File: config.mk
export PLATFORM = sky130hd
export DESIGN_NAME = preg_usage_table
export DESIGN_NICKNAME = d
export VERILOG_FILES = /design/src/rtl/put_pkg.sv /design/src/rtl/put_datapath.sv /design/src/rtl/put_control.sv /design/src/rtl/preg_usage_table.sv
export SDC_FILE = /design/constraint.sdc
export NUM_CORES = 1
export LEC_CHECK = 0
export ABC_CLOCK_PERIOD_IN_PS = 5000
export BUFFER_PORTS_ARGS = -buffer_cell sky130_fd_sc_hd__clkbuf_2
export CAP_MARGIN = 25
export CORE_UTILIZATION = 30
export DETAILED_ROUTE_END_ITERATION = 10
export PLACE_DENSITY = 0.5
export SLEW_MARGIN = 40
export SYNTH_ARGS = -nofsm -noshare
export SYNTH_HDL_FRONTEND = slang
export SYNTH_SLANG_ARGS = --single-unit
File: constraint.sdc
create_clock -name clk -period 5 [get_ports clk]
set_input_delay 0.75 -clock clk [delete_from_list [all_inputs] [get_ports clk]]
set_output_delay 0.75 -clock clk [all_outputs]
set_load 0.02 [all_outputs]
File: src/rtl/put_pkg.sv
package put_pkg;
  parameter int NUM_PREGS = 16;
  parameter int INUM_W    = 8;
  parameter int LREG_W    = 5;
  parameter int ROB_W     = 7;
  parameter int QADDR_W   = 9;
  parameter int CNT_W     = 3;
  localparam int PREG_W   = $clog2(NUM_PREGS);
  localparam int CNT_MAX  = (1 << CNT_W) - 1;

  typedef struct packed {
    logic                live;
    logic                ovw;
    logic                inQ;
    logic                ovwDone;
    logic [CNT_W-1:0]    cnt;
    logic [QADDR_W-1:0]  qAddr;
    logic [INUM_W-1:0]   inum;
    logic [LREG_W-1:0]   lreg;
    logic [ROB_W-1:0]    robIdx;
  } entry_t;

  typedef struct packed {
    logic [NUM_PREGS-1:0] clrMask;
  } strobe_t;
endpackage

File: src/rtl/put_datapath.sv
module put_datapath
  import put_pkg::*;
#(
  parameter int DISP_W = 2,
  parameter int ISS_W  = 2
) (
  input  logic                           clk,
  input  logic                           rst_n,
  input  logic                           allocValid,
  input  logic [PREG_W-1:0]              allocPreg,
  input  logic [INUM_W-1:0]              allocInum,
  input  logic [DISP_W-1:0]              dispValid,
  input  logic [DISP_W-1:0][PREG_W-1:0]  dispPreg,
  input  logic [ISS_W-1:0]               issValid,
  input  logic [ISS_W-1:0][PREG_W-1:0]   issPreg,
  input  logic                           ovwValid,
  input  logic [PREG_W-1:0]              ovwPreg,
  input  logic [LREG_W-1:0]              ovwLreg,
  input  logic [ROB_W-1:0]               ovwRobIdx,
  input  logic                           commitValid,
  input  logic [PREG_W-1:0]              commitPreg,
  input  logic [QADDR_W-1:0]             commitQAddr,
  input  logic                           ovwCommitValid,
  input  logic [PREG_W-1:0]              ovwCommitPreg,
  input  logic                           squashValid,
  input  strobe_t                        strb,
  output entry_t [NUM_PREGS-1:0]         ents
);

  logic [CNT_W-1:0] incCnt [NUM_PREGS];
  logic [CNT_W-1:0] decCnt [NUM_PREGS];

  always_comb begin
    for (int i = 0; i < NUM_PREGS; i++) begin
      incCnt[i] = '0;
      decCnt[i] = '0;
      for (int p = 0; p < DISP_W; p++)
        if (dispValid[p] && dispPreg[p] == PREG_W'(i)) incCnt[i] = incCnt[i] + CNT_W'(1);
      for (int p = 0; p < ISS_W; p++)
        if (issValid[p] && issPreg[p] == PREG_W'(i)) decCnt[i] = decCnt[i] + CNT_W'(1);
    end
  end

  always_ff @(posedge clk or negedge rst_n) begin
    if (!rst_n) begin
      ents <= '0;
    end else begin
      for (int i = 0; i < NUM_PREGS; i++) begin
        if (strb.clrMask[i]) begin
          ents[i] <= '0;
        end else if (allocValid && allocPreg == PREG_W'(i)) begin
          ents[i]      <= '0;
          ents[i].live <= 1'b1;
          ents[i].inum <= allocInum;
        end else if (ents[i].live) begin
          if (commitValid && commitPreg == PREG_W'(i)) begin
            ents[i].inQ   <= 1'b1;
            ents[i].qAddr <= commitQAddr;
          end
          if (ovwCommitValid && ovwCommitPreg == PREG_W'(i))
            ents[i].ovwDone <= 1'b1;
          if (squashValid) begin
            ents[i].ovw <= 1'b0;
            ents[i].cnt <= '0;
          end else begin
            ents[i].cnt <= ents[i].cnt + incCnt[i] - decCnt[i];
            if (ovwValid && ovwPreg == PREG_W'(i)) begin
              ents[i].ovw    <= 1'b1;
              ents[i].lreg   <= ovwLreg;
              ents[i].robIdx <= ovwRobIdx;
            end
          end
        end
      end
    end
  end

  for (genvar g = 0; g < NUM_PREGS; g++) begin : gEntChk
    logic [CNT_W:0] upSum;
    assign upSum = {1'b0, ents[g].cnt} + {1'b0, incCnt[g]};


    no_overflow_chk: assert property (@(posedge clk) disable iff (!rst_n)
      (ents[g].live && !squashValid && !strb.clrMask[g]) |->
        (upSum - {1'b0, decCnt[g]} <= (CNT_W+1)'(CNT_MAX)));


    no_underflow_chk: assert property (@(posedge clk) disable iff (!rst_n)
      (ents[g].live && !squashValid && !strb.clrMask[g]) |-> (upSum >= {1'b0, decCnt[g]}));


    rel_cond_chk: assert property (@(posedge clk) disable iff (!rst_n)
      strb.clrMask[g] |-> (ents[g].live &&
        (ents[g].ovwDone || (ents[g].cnt == '0 && ents[g].inQ && ents[g].ovw))));


    rel_cleared_chk: assert property (@(posedge clk) disable iff (!rst_n)
      strb.clrMask[g] |=> !ents[g].live);
  end

endmodule

File: src/rtl/put_control.sv
module put_control
  import put_pkg::*;
#(
  parameter int REL_SLOTS = 2
) (
  input  logic                                 clk,
  input  logic                                 rst_n,
  input  entry_t [NUM_PREGS-1:0]               ents,
  output strobe_t                              strb,
  output logic [REL_SLOTS-1:0]                 relValid,
  output logic [REL_SLOTS-1:0][PREG_W-1:0]     relPreg,
  output logic [REL_SLOTS-1:0][INUM_W-1:0]     relInum,
  output logic [REL_SLOTS-1:0][LREG_W-1:0]     relLreg,
  output logic [REL_SLOTS-1:0][ROB_W-1:0]      relRobIdx,
  output logic [REL_SLOTS-1:0][QADDR_W-1:0]    relQAddr,
  output logic [REL_SLOTS-1:0]                 relDealloc
);

  logic [NUM_PREGS-1:0] elig;
  logic [NUM_PREGS-1:0] remain;
  logic [PREG_W-1:0]    pick;
  logic                 found;

  always_comb begin
    for (int i = 0; i < NUM_PREGS; i++)
      elig[i] = ents[i].live &&
                (ents[i].ovwDone || (ents[i].cnt == '0 && ents[i].inQ && ents[i].ovw));
  end

  // lowest-index-first selection, one pass per release slot
  always_comb begin
    remain       = elig;
    strb.clrMask = '0;
    relValid     = '0;
    relPreg      = '0;
    relInum      = '0;
    relLreg      = '0;
    relRobIdx    = '0;
    relQAddr     = '0;
    relDealloc   = '0;
    pick         = '0;
    found        = 1'b0;
    for (int k = 0; k < REL_SLOTS; k++) begin
      pick  = '0;
      found = 1'b0;
      for (int i = NUM_PREGS - 1; i >= 0; i--) begin
        if (remain[i]) begin
          pick  = PREG_W'(i);
          found = 1'b1;
        end
      end
      if (found) begin
        remain[pick]       = 1'b0;
        strb.clrMask[pick] = 1'b1;
        relValid[k]        = 1'b1;
        relPreg[k]         = pick;
        relInum[k]         = ents[pick].inum;
        relLreg[k]         = ents[pick].lreg;
        relRobIdx[k]       = ents[pick].robIdx;
        relQAddr[k]        = ents[pick].qAddr;
        relDealloc[k]      = !ents[pick].ovwDone;
      end
    end
  end


  rel_limit_chk: assert property (@(posedge clk) disable iff (!rst_n)
    $countones(strb.clrMask) == $countones(relValid));

  for (genvar k = 1; k < REL_SLOTS; k++) begin : gSlotChk

    slot_order_chk: assert property (@(posedge clk) disable iff (!rst_n)
      relValid[k] |-> (relValid[k-1] && relPreg[k] > relPreg[k-1]));
  end

endmodule

File: src/rtl/preg_usage_table.sv
module preg_usage_table
  import put_pkg::*;
#(
  parameter int REL_SLOTS = 2,
  parameter int DISP_W    = 2,
  parameter int ISS_W     = 2
) (
  input  logic                                 clk,
  input  logic                                 rst_n,
  input  logic                                 allocValid,
  input  logic [PREG_W-1:0]                    allocPreg,
  input  logic [INUM_W-1:0]                    allocInum,
  input  logic [DISP_W-1:0]                    dispValid,
  input  logic [DISP_W-1:0][PREG_W-1:0]        dispPreg,
  input  logic [ISS_W-1:0]                     issValid,
  input  logic [ISS_W-1:0][PREG_W-1:0]         issPreg,
  input  logic                                 ovwValid,
  input  logic [PREG_W-1:0]                    ovwPreg,
  input  logic [LREG_W-1:0]                    ovwLreg,
  input  logic [ROB_W-1:0]                     ovwRobIdx,
  input  logic                                 commitValid,
  input  logic [PREG_W-1:0]                    commitPreg,
  input  logic [QADDR_W-1:0]                   commitQAddr,
  input  logic                                 ovwCommitValid,
  input  logic [PREG_W-1:0]                    ovwCommitPreg,
  input  logic                                 squashValid,
  output logic [REL_SLOTS-1:0]                 relValid,
  output logic [REL_SLOTS-1:0][PREG_W-1:0]     relPreg,
  output logic [REL_SLOTS-1:0][INUM_W-1:0]     relInum,
  output logic [REL_SLOTS-1:0][LREG_W-1:0]     relLreg,
  output logic [REL_SLOTS-1:0][ROB_W-1:0]      relRobIdx,
  output logic [REL_SLOTS-1:0][QADDR_W-1:0]    relQAddr,
  output logic [REL_SLOTS-1:0]                 relDealloc
);

  entry_t [NUM_PREGS-1:0] ents;
  strobe_t                strb;

  put_datapath #(.DISP_W(DISP_W), .ISS_W(ISS_W)) uDp (
    .clk(clk), .rst_n(rst_n),
    .allocValid(allocValid), .allocPreg(allocPreg), .allocInum(allocInum),
    .dispValid(dispValid), .dispPreg(dispPreg),
    .issValid(issValid), .issPreg(issPreg),
    .ovwValid(ovwValid), .ovwPreg(ovwPreg), .ovwLreg(ovwLreg), .ovwRobIdx(ovwRobIdx),
    .commitValid(commitValid), .commitPreg(commitPreg), .commitQAddr(commitQAddr),
    .ovwCommitValid(ovwCommitValid), .ovwCommitPreg(ovwCommitPreg),
    .squashValid(squashValid), .strb(strb), .ents(ents)
  );

  put_control #(.REL_SLOTS(REL_SLOTS)) uCtl (
    .clk(clk), .rst_n(rst_n), .ents(ents), .strb(strb),
    .relValid(relValid), .relPreg(relPreg), .relInum(relInum),
    .relLreg(relLreg), .relRobIdx(relRobIdx), .relQAddr(relQAddr),
    .relDealloc(relDealloc)
  );

endmodule

==> qor.yml <==
yosys_register_bits: 576
drc: 0
synth_top_area_share_pct: 40.6
slew_viol_final: 0
finalWirelength_mm: 178
cts_sinks: 576
io_pins: 142
syn_to_final_growth_pct: 32.3
powerDensity_nw_per_um2: 914
worst_setup_path_end_kind: "output port"
drive_gt1_share_pct: 23.0
gr-total-overflow: 0
nFillCells: 11700
yosysTopAreaCell: "dfrtp_1"
largest_reg_flops: 576
path_cells: "nor4bb_4 > a22o_1 > buf_6 > nor4_4 > nand3_1 > or3_4 > a221oi_2 > buf_4 > o31ai_4 > buf_4 > buf_12 > buf_6 > nand2_1 > o21ai_0 > a221o_1 > nor4_4 > buf_4 > buf_6"
post-place-ws_ns: -0.227
critPathMaxFanout: 15
dp_hpwl_mm: 115
cp_slowest_cell: "or3_4"
grtUsageTotal_pct: 28.5
critPathLaunchType: "flip-flop"
rr_startpoint: "uDp.ents[33]"
drtIter0Drc: 4208
regMostFlops: "uDp.ents"
chipHeight_um: 346
yosysUniqueCellTypes: 89
syn_inst: 4276
ys_top_cells_by_area: "dfrtp_1, mux2i_1, nand2_1"
ys_async_sr_fraction_pct: 100
ys.flop_type: "dfrtp_1"
drv_cap: 0
finalHoldViolCount: 7
fin_ws_ns: -0.442
layout.nets: 4888
rows: 125
endpoint: "relDealloc[1]"
ir_drop_v: 0.000737
drtAntennaViolNets: 0
critPathKind: "reg -> out"
cts_made_buffers: 72
outcome: "finished with violations"
htreeDepth: 3
syn_avg_cell_area_um2: 8.30
syn_nets: 4444
clock.fmax_ghz: 0.184
max_stage_delay_ns: 0.43
syn-cell-area_um2: 35500
grt_pass1_vias: 35000
ys_seq_area_share_pct: 40.6
leakagePower_nw: 20.8
viasPerCell: 5.81
required_ns: 4.25
core_um2: 117000
top_regs: "uDp.ents x576"
violations: "hold timing, setup timing"
clockBufferDepth: 3
die_x_um: 346
die_area_um2: 120000
tns_ns: -9.85
grt_max_degree: 96
clock-root-buffer: "clkbuf_16"
port_buffers: 141
grt_pass1_wl_mm: 251
post_drt_wl_per_cell_um: 28.3
cp.arrival_ns: 4.69
fin_skew_ns: 0.0314
period_needed_ns: 5.44
fin_cells: 6300
cts_tree: "done"
holdWs_ns: -0.00329
rr_endpoint: "uDp.ents[181]"
dpl.cell_count: 5997
gp_congestion: 0.963
synth_edf_count: 0
setup_violations: 30
r2r_slack_ns: 0.56
antenna_found_initial: 8
clkSlewWorstSetupHoldPaths_ns: 0.06
maxSlewHeadroom_pct: 33.6
rsz0062_at_grt: "true"
clk_latency_ns: 0.68
cp-startpoint: "uDp.ents[33]"
yosysWarningCount: 0
initial_core_util_pct: 30.4
hold_path_class: "in -> async"
firstDrtPassIters: 6
num_vias: 36600
r2r_cells: 18
fin_crit_sh_pct: 109
cts_hold_buf: 0
tightestPinTransition_ns: 0.995
area by class of cell:
class | count | area, um^2 | share of cell area, %
repair buffers | 716 | 7130 | 15.2
multi-input cells | 3234 | 20600 | 43.9
inverters | 120 | 477 | 1.02
clock inverters | 28 | 357 | 0.760
diodes | 5 | 12.5 | 0.0267
flip-flops and latches | 576 | 14400 | 30.7
clock buffers | 97 | 2050 | 4.36
well taps | 1524 | 1910 | 4.06
cell families after synthesis:
kind of cell	after synthesis	synth area share (%)
buf+inv	466	5.50
mux	319	9.01
fa+ha+maj	97	4.09
simple gates	1882	23.4
compound gates	913	16.8
xor+xnor	23	0.568
flops	576	40.6
repair_timing:
action / CTS / global route
gates resized for setup: 199 / 290
pin swaps: 64 / 125
gates cloned: 11 / 16
buffers inserted: 62 / 94
setup endpoints to repair: 61 / 59
worst max-delay path, delay by kind of cell (launching register included):
family          cells  cell delay [ns]
simple gates        6             1.59
buf+inv             7             1.05
compound gates      5             0.99
flops               1             0.39
cell usage in the layout, fill, tap and decap left out, types with 24 or more instances in the layout:
cell       synthesis  routed
o22ai_1          135     122
fa_1              32      32
a211oi_1         157     128
a31oi_1           48      40
inv_1            117     116
nor2_1           565     538
nor2b_1           28      27
buf_12             0      73
and2_1           137     135
mux2i_1          316     312
ha_1              64      64
dfrtp_1          576     571
buf_4             19     418
buf_6              6      67
nor3_1            42      34
clkbuf_16          0      88
nand3_1          109     101
nand2_1          802     783
o21ai_1            5      51
a21oi_1          243     238
o21ai_0          149      99
nand4_1           61      61
nand2b_1          37      24
clkbuf_2           1      97
layer usage:
layer	global-route usage, %	part of all wire, %	routed length, um	vias up
met5	0	0.027	48	-
met4	12.7	5.0	8940	6
met3	5.90	10	18200	486
met2	43.5	44	78500	2116
met1	38.8	41	72800	18200
li1	-	-	-	15800
cell usage after synthesis (all sizes together) (19+ instances only):
cell and number:
and3 29, o22ai 135, xor2 19, a211oi 157, buf 122, mux2i 316
inv 119, and2 138, nor2 567, ha 64, nor2b 28, nand4 62
a32oi 23, nand3 109, o2111ai 27, a31oi 49, fa 32, nand2 803
nor3 43, nand2b 37, a21oi 243, clkbuf 224, o21ai 154, dfrtp 576
power breakdown:
part	internal [mW]	switching, mW
logic	12.6	17.6
registers	6.00	1.26
clock network	3.20	2.29
total	21.8	21.1
worst min path at each step:
stage / startpoint / end / slack (ns)
final: rst_n / uDp.ents[65] / -0.003
after global routing: rst_n / uDp.ents[571] / 0.008
after CTS: rst_n / uDp.ents[465] / 0.18
after detailed placement: uDp.ents[70] / uDp.ents[70] / 0.48
after global placement: uDp.ents[70] / uDp.ents[70] / 0.47
after floorplan: rst_n / uDp.ents[0] / 0.45
per-stage QoR:
step / power [mW] / utilization (%) / cell area [um^2] / hold slack [ns]
final: 42.9 / 40.2 / 46900 / -0.00329
after global routing: 44.4 / 40.2 / 46900 / 0.00767
after detailed placement: 30.2 / 34.9 / 40700 / 0.478
after floorplan: 18.8 / - / 35500 / 0.452
after CTS: 38.7 / 38.4 / 44800 / 0.179
after global placement: 30.1 / 34.8 / 40600 / 0.471
No activity file was read; power rests on OpenSTA's default activity.
